File: config.mk
export PLATFORM = sky130hd
export DESIGN_NAME = rng_postproc
export DESIGN_NICKNAME = d
export VERILOG_FILES = /design/src/rtl/rng_pkg.sv /design/src/rtl/rng_src_sel.sv /design/src/rtl/rng_mix.sv /design/src/rtl/rng_whiten.sv /design/src/rtl/rng_accum.sv /design/src/rtl/rng_postproc.sv
export SDC_FILE = /design/constraint.sdc
export NUM_CORES = 1
export LEC_CHECK = 0
export BUFFER_PORTS_ARGS = -buffer_cell sky130_fd_sc_hd__buf_2
export CELL_PAD_IN_SITES_DETAIL_PLACEMENT = 0
export CELL_PAD_IN_SITES_GLOBAL_PLACEMENT = 1
export CORE_MARGIN = 10
export CORE_UTILIZATION = 41
export CTS_CLUSTER_DIAMETER = 150
export DETAILED_ROUTE_END_ITERATION = 6
export GPL_ROUTABILITY_DRIVEN = 0
export PLACE_DENSITY = 0.69
export SYNTH_ARGS = -nofsm -noshare
export SYNTH_HDL_FRONTEND = slang
export SYNTH_HIERARCHICAL = 1
export SYNTH_SLANG_ARGS = --single-unit
File: constraint.sdc
create_clock -name clk -period 5.5 [get_ports clk]
set_input_delay 0.825 -clock clk [delete_from_list [all_inputs] [get_ports clk]]
set_output_delay 0.825 -clock clk [all_outputs]
set_load 0.005 [all_outputs]
File: src/rtl/rng_pkg.sv
package rng_pkg;
   typedef enum logic [1:0] {
      PP_RAW  = 2'd0,
      PP_MIX  = 2'd1,
      PP_WHT  = 2'd2,
      PP_BOTH = 2'd3
   } pp_mode_t;

   typedef struct packed {
      logic     test;
      logic     en;
      pp_mode_t mode;
   } rng_ctl_t;

   localparam int unsigned CTL_BITS = $bits(rng_ctl_t);

   localparam logic [1:0] ADDR_CTL  = 2'd0;
   localparam logic [1:0] ADDR_STAT = 2'd1;
   localparam logic [1:0] ADDR_DATA = 2'd2;
endpackage

File: src/rtl/rng_src_sel.sv
module rng_src_sel #(
   parameter int unsigned         W    = 32,
   parameter logic [W-1:0]        TAPS = 32'h8020_0003,
   parameter logic [W-1:0]        SEED = 32'h6D2B_79F5
) (
   input  logic clk,
   input  logic rst_n,
   input  logic test,
   input  logic adv,
   input  logic noise_bit,
   input  logic noise_stb,
   output logic src_bit,
   output logic src_stb
);
   if (SEED == '0) begin : g_bad_seed
      $error("rng_src_sel: SEED must be nonzero");
   end

   logic [W-1:0] tst_q;

   always_ff @(posedge clk or negedge rst_n) begin
      if (!rst_n)   tst_q <= SEED;
      else if (adv) tst_q <= {tst_q[W-2:0], ^(tst_q & TAPS)};
   end

   assign src_bit = test ? tst_q[W-1] : noise_bit;
   assign src_stb = test ? 1'b1       : noise_stb;
endmodule

File: src/rtl/rng_mix.sv
module rng_mix #(
   parameter int unsigned  W    = 32,
   parameter logic [W-1:0] TAPS = 32'h8020_0003,
   parameter logic [W-1:0] SEED = 32'h0000_0001
) (
   input  logic clk,
   input  logic rst_n,
   input  logic en,
   input  logic in_bit,
   input  logic in_stb,
   output logic out_bit,
   output logic out_stb
);
   if (SEED == '0) begin : g_bad_seed
      $error("rng_mix: SEED must be nonzero");
   end

   logic [W-1:0] mix_q;
   logic         fb;

   assign fb = in_bit ^ (^(mix_q & TAPS));

   always_ff @(posedge clk or negedge rst_n) begin
      if (!rst_n)              mix_q <= SEED;
      else if (en && in_stb)   mix_q <= {mix_q[W-2:0], fb};
   end

   assign out_bit = en ? fb : in_bit;
   assign out_stb = in_stb;
endmodule

File: src/rtl/rng_whiten.sv
module rng_whiten (
   input  logic clk,
   input  logic rst_n,
   input  logic en,
   input  logic in_bit,
   input  logic in_stb,
   output logic out_bit,
   output logic out_stb
);
   logic half_q;
   logic first_q;

   always_ff @(posedge clk or negedge rst_n) begin
      if (!rst_n) begin
         half_q  <= 1'b0;
         first_q <= 1'b0;
      end else if (en && in_stb) begin
         if (!half_q) begin
            first_q <= in_bit;
            half_q  <= 1'b1;
         end else begin
            half_q  <= 1'b0;
         end
      end
   end

   assign out_bit = en ? first_q : in_bit;
   assign out_stb = en ? (in_stb & half_q & (first_q ^ in_bit)) : in_stb;
endmodule

File: src/rtl/rng_accum.sv
module rng_accum #(
   parameter int unsigned W = 32
) (
   input  logic         clk,
   input  logic         rst_n,
   input  logic         in_bit,
   input  logic         in_stb,
   input  logic         clr,
   output logic [W-1:0] word,
   output logic         valid
);
   localparam int unsigned CNT_W = $clog2(W);
   localparam logic [CNT_W-1:0] LAST = CNT_W'(W - 1);

   logic [CNT_W-1:0] cnt_q;

   always_ff @(posedge clk or negedge rst_n) begin
      if (!rst_n) begin
         word  <= '0;
         valid <= 1'b0;
         cnt_q <= '0;
      end else if (clr && valid) begin
         valid <= 1'b0;
      end else if (in_stb) begin
         word <= {word[W-2:0], in_bit};
         if (cnt_q == LAST) begin
            cnt_q <= '0;
            valid <= 1'b1;
         end else begin
            cnt_q <= cnt_q + 1'b1;
         end
      end
   end
endmodule

File: src/rtl/rng_postproc.sv
module rng_postproc
   import rng_pkg::*;
#(
   parameter int unsigned        WORD_W   = 32,
   parameter int unsigned        MIX_W    = 32,
   parameter logic [MIX_W-1:0]   MIX_TAPS = 32'h8020_0003,
   parameter logic [MIX_W-1:0]   MIX_SEED = 32'h0000_0001,
   parameter int unsigned        TST_W    = 32,
   parameter logic [TST_W-1:0]   TST_TAPS = 32'h8020_0003,
   parameter logic [TST_W-1:0]   TST_SEED = 32'h6D2B_79F5
) (
   input  logic              clk,
   input  logic              rst_n,
   input  logic              host_wr,
   input  logic              host_rd,
   input  logic [1:0]        host_addr,
   input  logic [WORD_W-1:0] host_wdata,
   output logic [WORD_W-1:0] host_rdata,
   input  logic              noise_bit,
   input  logic              noise_stb
);
   if (WORD_W < CTL_BITS + 1) begin : g_bad_word
      $error("rng_postproc: WORD_W too small for the control field");
   end
   if (MIX_W < 2 || TST_W < 2) begin : g_bad_lfsr
      $error("rng_postproc: shift registers need at least 2 bits");
   end

   rng_ctl_t          ctl_q;
   logic              en_w;
   logic              accept;
   logic              src_bit, src_stb;
   logic              mix_bit, mix_stb;
   logic              wht_bit, wht_stb;
   logic [WORD_W-1:0] acc_word;
   logic              acc_valid;
   logic              unused_wdata;

   assign unused_wdata = ^host_wdata[WORD_W-1:CTL_BITS];

   always_ff @(posedge clk or negedge rst_n) begin
      if (!rst_n)                             ctl_q <= '0;
      else if (host_wr && host_addr == ADDR_CTL) ctl_q <= rng_ctl_t'(host_wdata[CTL_BITS-1:0]);
   end

   assign en_w   = ctl_q.en;
   assign accept = ctl_q.en & ~acc_valid;

   rng_src_sel #(.W(TST_W), .TAPS(TST_TAPS), .SEED(TST_SEED)) u_src (
      .clk      (clk),
      .rst_n    (rst_n),
      .test     (ctl_q.test),
      .adv      (accept & ctl_q.test),
      .noise_bit(noise_bit),
      .noise_stb(noise_stb),
      .src_bit  (src_bit),
      .src_stb  (src_stb)
   );

   rng_mix #(.W(MIX_W), .TAPS(MIX_TAPS), .SEED(MIX_SEED)) u_mix (
      .clk    (clk),
      .rst_n  (rst_n),
      .en     (ctl_q.mode[0]),
      .in_bit (src_bit),
      .in_stb (src_stb & accept),
      .out_bit(mix_bit),
      .out_stb(mix_stb)
   );

   rng_whiten u_wht (
      .clk    (clk),
      .rst_n  (rst_n),
      .en     (ctl_q.mode[1]),
      .in_bit (mix_bit),
      .in_stb (mix_stb),
      .out_bit(wht_bit),
      .out_stb(wht_stb)
   );

   rng_accum #(.W(WORD_W)) u_acc (
      .clk   (clk),
      .rst_n (rst_n),
      .in_bit(wht_bit),
      .in_stb(wht_stb),
      .clr   (host_rd && host_addr == ADDR_DATA),
      .word  (acc_word),
      .valid (acc_valid)
   );

   always_comb begin
      host_rdata = '0;
      case (host_addr)
         ADDR_CTL:  host_rdata[CTL_BITS-1:0] = ctl_q;
         ADDR_STAT: host_rdata[0]            = acc_valid;
         ADDR_DATA: host_rdata               = acc_word;
         default:   host_rdata               = '0;
      endcase
   end
endmodule

==> results.py <==
metrics = {
    "sta": {
        "hold_violations": 0,
        "max_freq_mhz": 363,
        "relSlewSlack": 0.346,
        "rsz0062_at_grt": "no",
        "worst_slew_pin_slew_ns": 0.981,
        "fin_skew_ns": 0.00573,
        "period_needed_ns": 2.76,
        "setup_violations": 0,
        "finalMaxSlewViolations": 0,
        "setup-tns-final_ns": 0,
        "whs_ns": 0.472,
        "period_share": 0.501,
    },
    "clock_tree": {
        "root_buffer": "clkbuf_16",
        "post_cts_buffers": 0,
        "numCtsBuffers": 9,
        "cts_resized": 0,
        "path_clk_slew_ns": 0.07,
        "cts_buffer_depth": 2,
        "clk_latency_ns": 0.34,
        "htree_levels": 3,
        "cts_sinks": 108,
        "hold_buffers": 0,
        "cts_tree": "yes",
    },
    "outcome": {
        "status": "complete, no violations",
    },
    "route": {
        "firstDrtPassIters": 4,
        "viasPerCell": 4.81,
        "wire_per_inst_um": 13.8,
        "drt_wl_total_um": 7870,
        "route.vias.total": 2735,
        "antenna_left": 0,
        "drcViolationCount": 0,
        "drt_iter0_markers": 136,
    },
    "synthesis": {
        "ys_types": 38,
        "yosysTopAreaCellShare": 0.453,
        "syn_area_per_cell_um2": 12.5,
        "synth_nets": 425,
        "synthMostInstantiatedCell": "nand2_1",
        "synth-async-reset-ratio": 1.00,
        "synth_largest_area_cell": "dfrtp_1",
        "seq_area_frac_synth": 0.568,
        "ys_warn_count": 6,
        "synth-main-ff-cell": "dfrtp_1",
        "netlist_instances": 383,
        "synthTopCellsByArea": "dfrtp_1, dfstp_2, mux2_4, mux2_2, nand2_1",
        "synth_common_cells": "nand2_1, dfrtp_1, mux2_2, mux2_4, dfstp_2",
        "synthesis.area_mm2": 0.00480,
        "ys_seq_elements": 108,
        "synth_edf_count": 0,
    },
    "critical_path": {
        "crit_type": "input pin to output pin",
        "rr_startpoint": "u_mix/mix_q[0]",
        "startpoint_type": "input pin",
        "ff2ff_setup_slack_ns": 2.81,
        "cp-end-kind": "output pin",
        "slowest_stage": "nor2b_4",
        "crit_fanout": 29,
        "crit_buf_inv": 2,
        "crit_chain": "buf_2, nor2b_4, and2_2, buf_2",
        "cpMostUsedCell": "buf_2",
        "critical_path.top_delay_family": "simple AND/OR/NAND/NOR gates",
        "cp.arrival_ns": 1.93,
        "reg2reg_to": "u_acc/word[14]",
        "critPathRequiredTime_ns": 4.68,
        "rr_worst_depth": 10,
        "critPathMaxStageDelay_ns": 0.54,
    },
    "power": {
        "power_density_mw_per_mm2": 374,
        "ir_drop_mv": 0.188,
        "finalPower_mw": 2.00,
        "leakage_nw": 2.76,
    },
    "min_path": {
        "hold_end": "u_acc/word[31]",
        "min-delay-start": "u_acc/word[31]",
        "hold_path_class": "flip-flop to flip-flop",
        "hold_depth": 2,
    },
    "grt": {
        "overflow": 0,
        "antenna_found_initial": 0,
        "grt_pass1_vias": 2887,
        "grt_pass1_wl_um": 13900,
        "grt_start_max_net_pins": 61,
        "grtUsageTotal": 0.102,
    },
    "die": {
        "die_area_mm2": 0.0164,
        "die_x_um": 128,
        "rows": 39,
        "dieHeight_um": 128,
        "ioPinCount": 72,
        "start_util": 0.419,
        "coreArea_mm2": 0.0115,
    },
    "layout": {
        "fill_cells": 1063,
        "num-nets-final": 463,
        "fin_area_mm2": 0.00534,
        "syn_to_final_growth_pct": 11.1,
        "final_layout_size_suffix_gt1_frac": 0.413,
        "num_antenna_cells": 0,
    },
    "placed_design": {
        "port_buffers": 43,
        "place_hpwl_um": 5130,
        "placed_cell_area_mm2": 0.00505,
    },
    "job": {
        "drv_cap": 0,
    },
}
-- where the power goes --
| part | internal, mW | total, mW | switching, mW |
|---|---|---|---|
| registers | 0.903 | 0.984 | 0.0808 |
| logic | 0.173 | 0.390 | 0.216 |
| clock network | 0.351 | 0.623 | 0.272 |
-- cell type report --
cell class | instances | area (µm²) | share of cell area
repair buffers | 46 | 240 | 0.0450
clock buffers | 11 | 233 | 0.0436
clock inverters | 5 | 52.6 | 0.00984
inverters | 2 | 7.51 | 0.00141
well taps | 143 | 179 | 0.0335
flip-flops and latches | 108 | 2730 | 0.511
multi-input cells | 254 | 1900 | 0.356
-- through the flow --
stage | cells | worst slack (ns) | utilization
global route | 569 | 2.57 | 0.466
floorplan | 383 | 3.14 | -
finish | 569 | 2.74 | 0.466
global placement | 553 | 2.52 | 0.441
detailed placement | 553 | 2.52 | 0.441
CTS | 569 | 2.71 | 0.466
-- tightest hold or removal path, stage by stage, from the launching register on --
cell,delay [ns]
dfrtp_1,0.34
nand2_1,0.05
nand2_1,0.06
-- metal layers --
layer,track usage,share of wire
met5,0,0
met4,0.0457,0.016
met3,0.0294,0.040
met2,0.163,0.47
met1,0.126,0.47
-- cells by family (layout without fill, tap and decap cells) --
group,count (synthesis),after routing,synth area share
mux,74,74,0.195
simple gates,158,158,0.158
compound gates,9,9,0.0151
xor+xnor,11,11,0.0216
fa+ha+maj,2,2,0.00521
buf+inv,21,64,0.0372
flops,108,108,0.568
-- how the worst max path moves through the flow --
stage / from / end / slack, ns / depth (start not counted)
floorplan: noise_bit / u_acc/word[10] / 3.14 / 9
global placement: noise_bit / u_acc/word[14] / 2.52 / 9
detailed placement: noise_bit / u_acc/word[14] / 2.52 / 9
CTS: host_addr[1] / host_rdata[6] / 2.71 / 4
global route: u_mix/mix_q[0] / u_acc/word[19] / 2.57 / 10
finish: host_addr[1] / host_rdata[6] / 2.74 / 4
-- registers in the layout, indices dropped and copies added, names as in the netlist --
register       cells
ctl_q              3
u_acc/cnt_q        5
u_acc/word        32
u_src/tst_q       32
u_wht/half_q       1
u_acc/valid        1
en_w               1
u_wht/first_q      1
u_mix/mix_q       32
-- placed cells by master, fill, tap and decap left out, types with 2 or more instances in the layout --
cell type    n
and2_1      10
and2_2       9
and2_4      10
buf_2       42
buf_4        4
clkbuf_1     2
clkbuf_16    9
clkinv_2     3
dfrtp_1     87
dfstp_2     21
ha_1         2
inv_1        2
mux2_2      38
mux2_4      30
mux2i_1      6
nand2_1    110
nand3_1      3
nand3b_1     2
nor2_1       6
o21ai_0      2
xnor2_1      6
xor2_1       4
(Power assumes the default switching activity.)
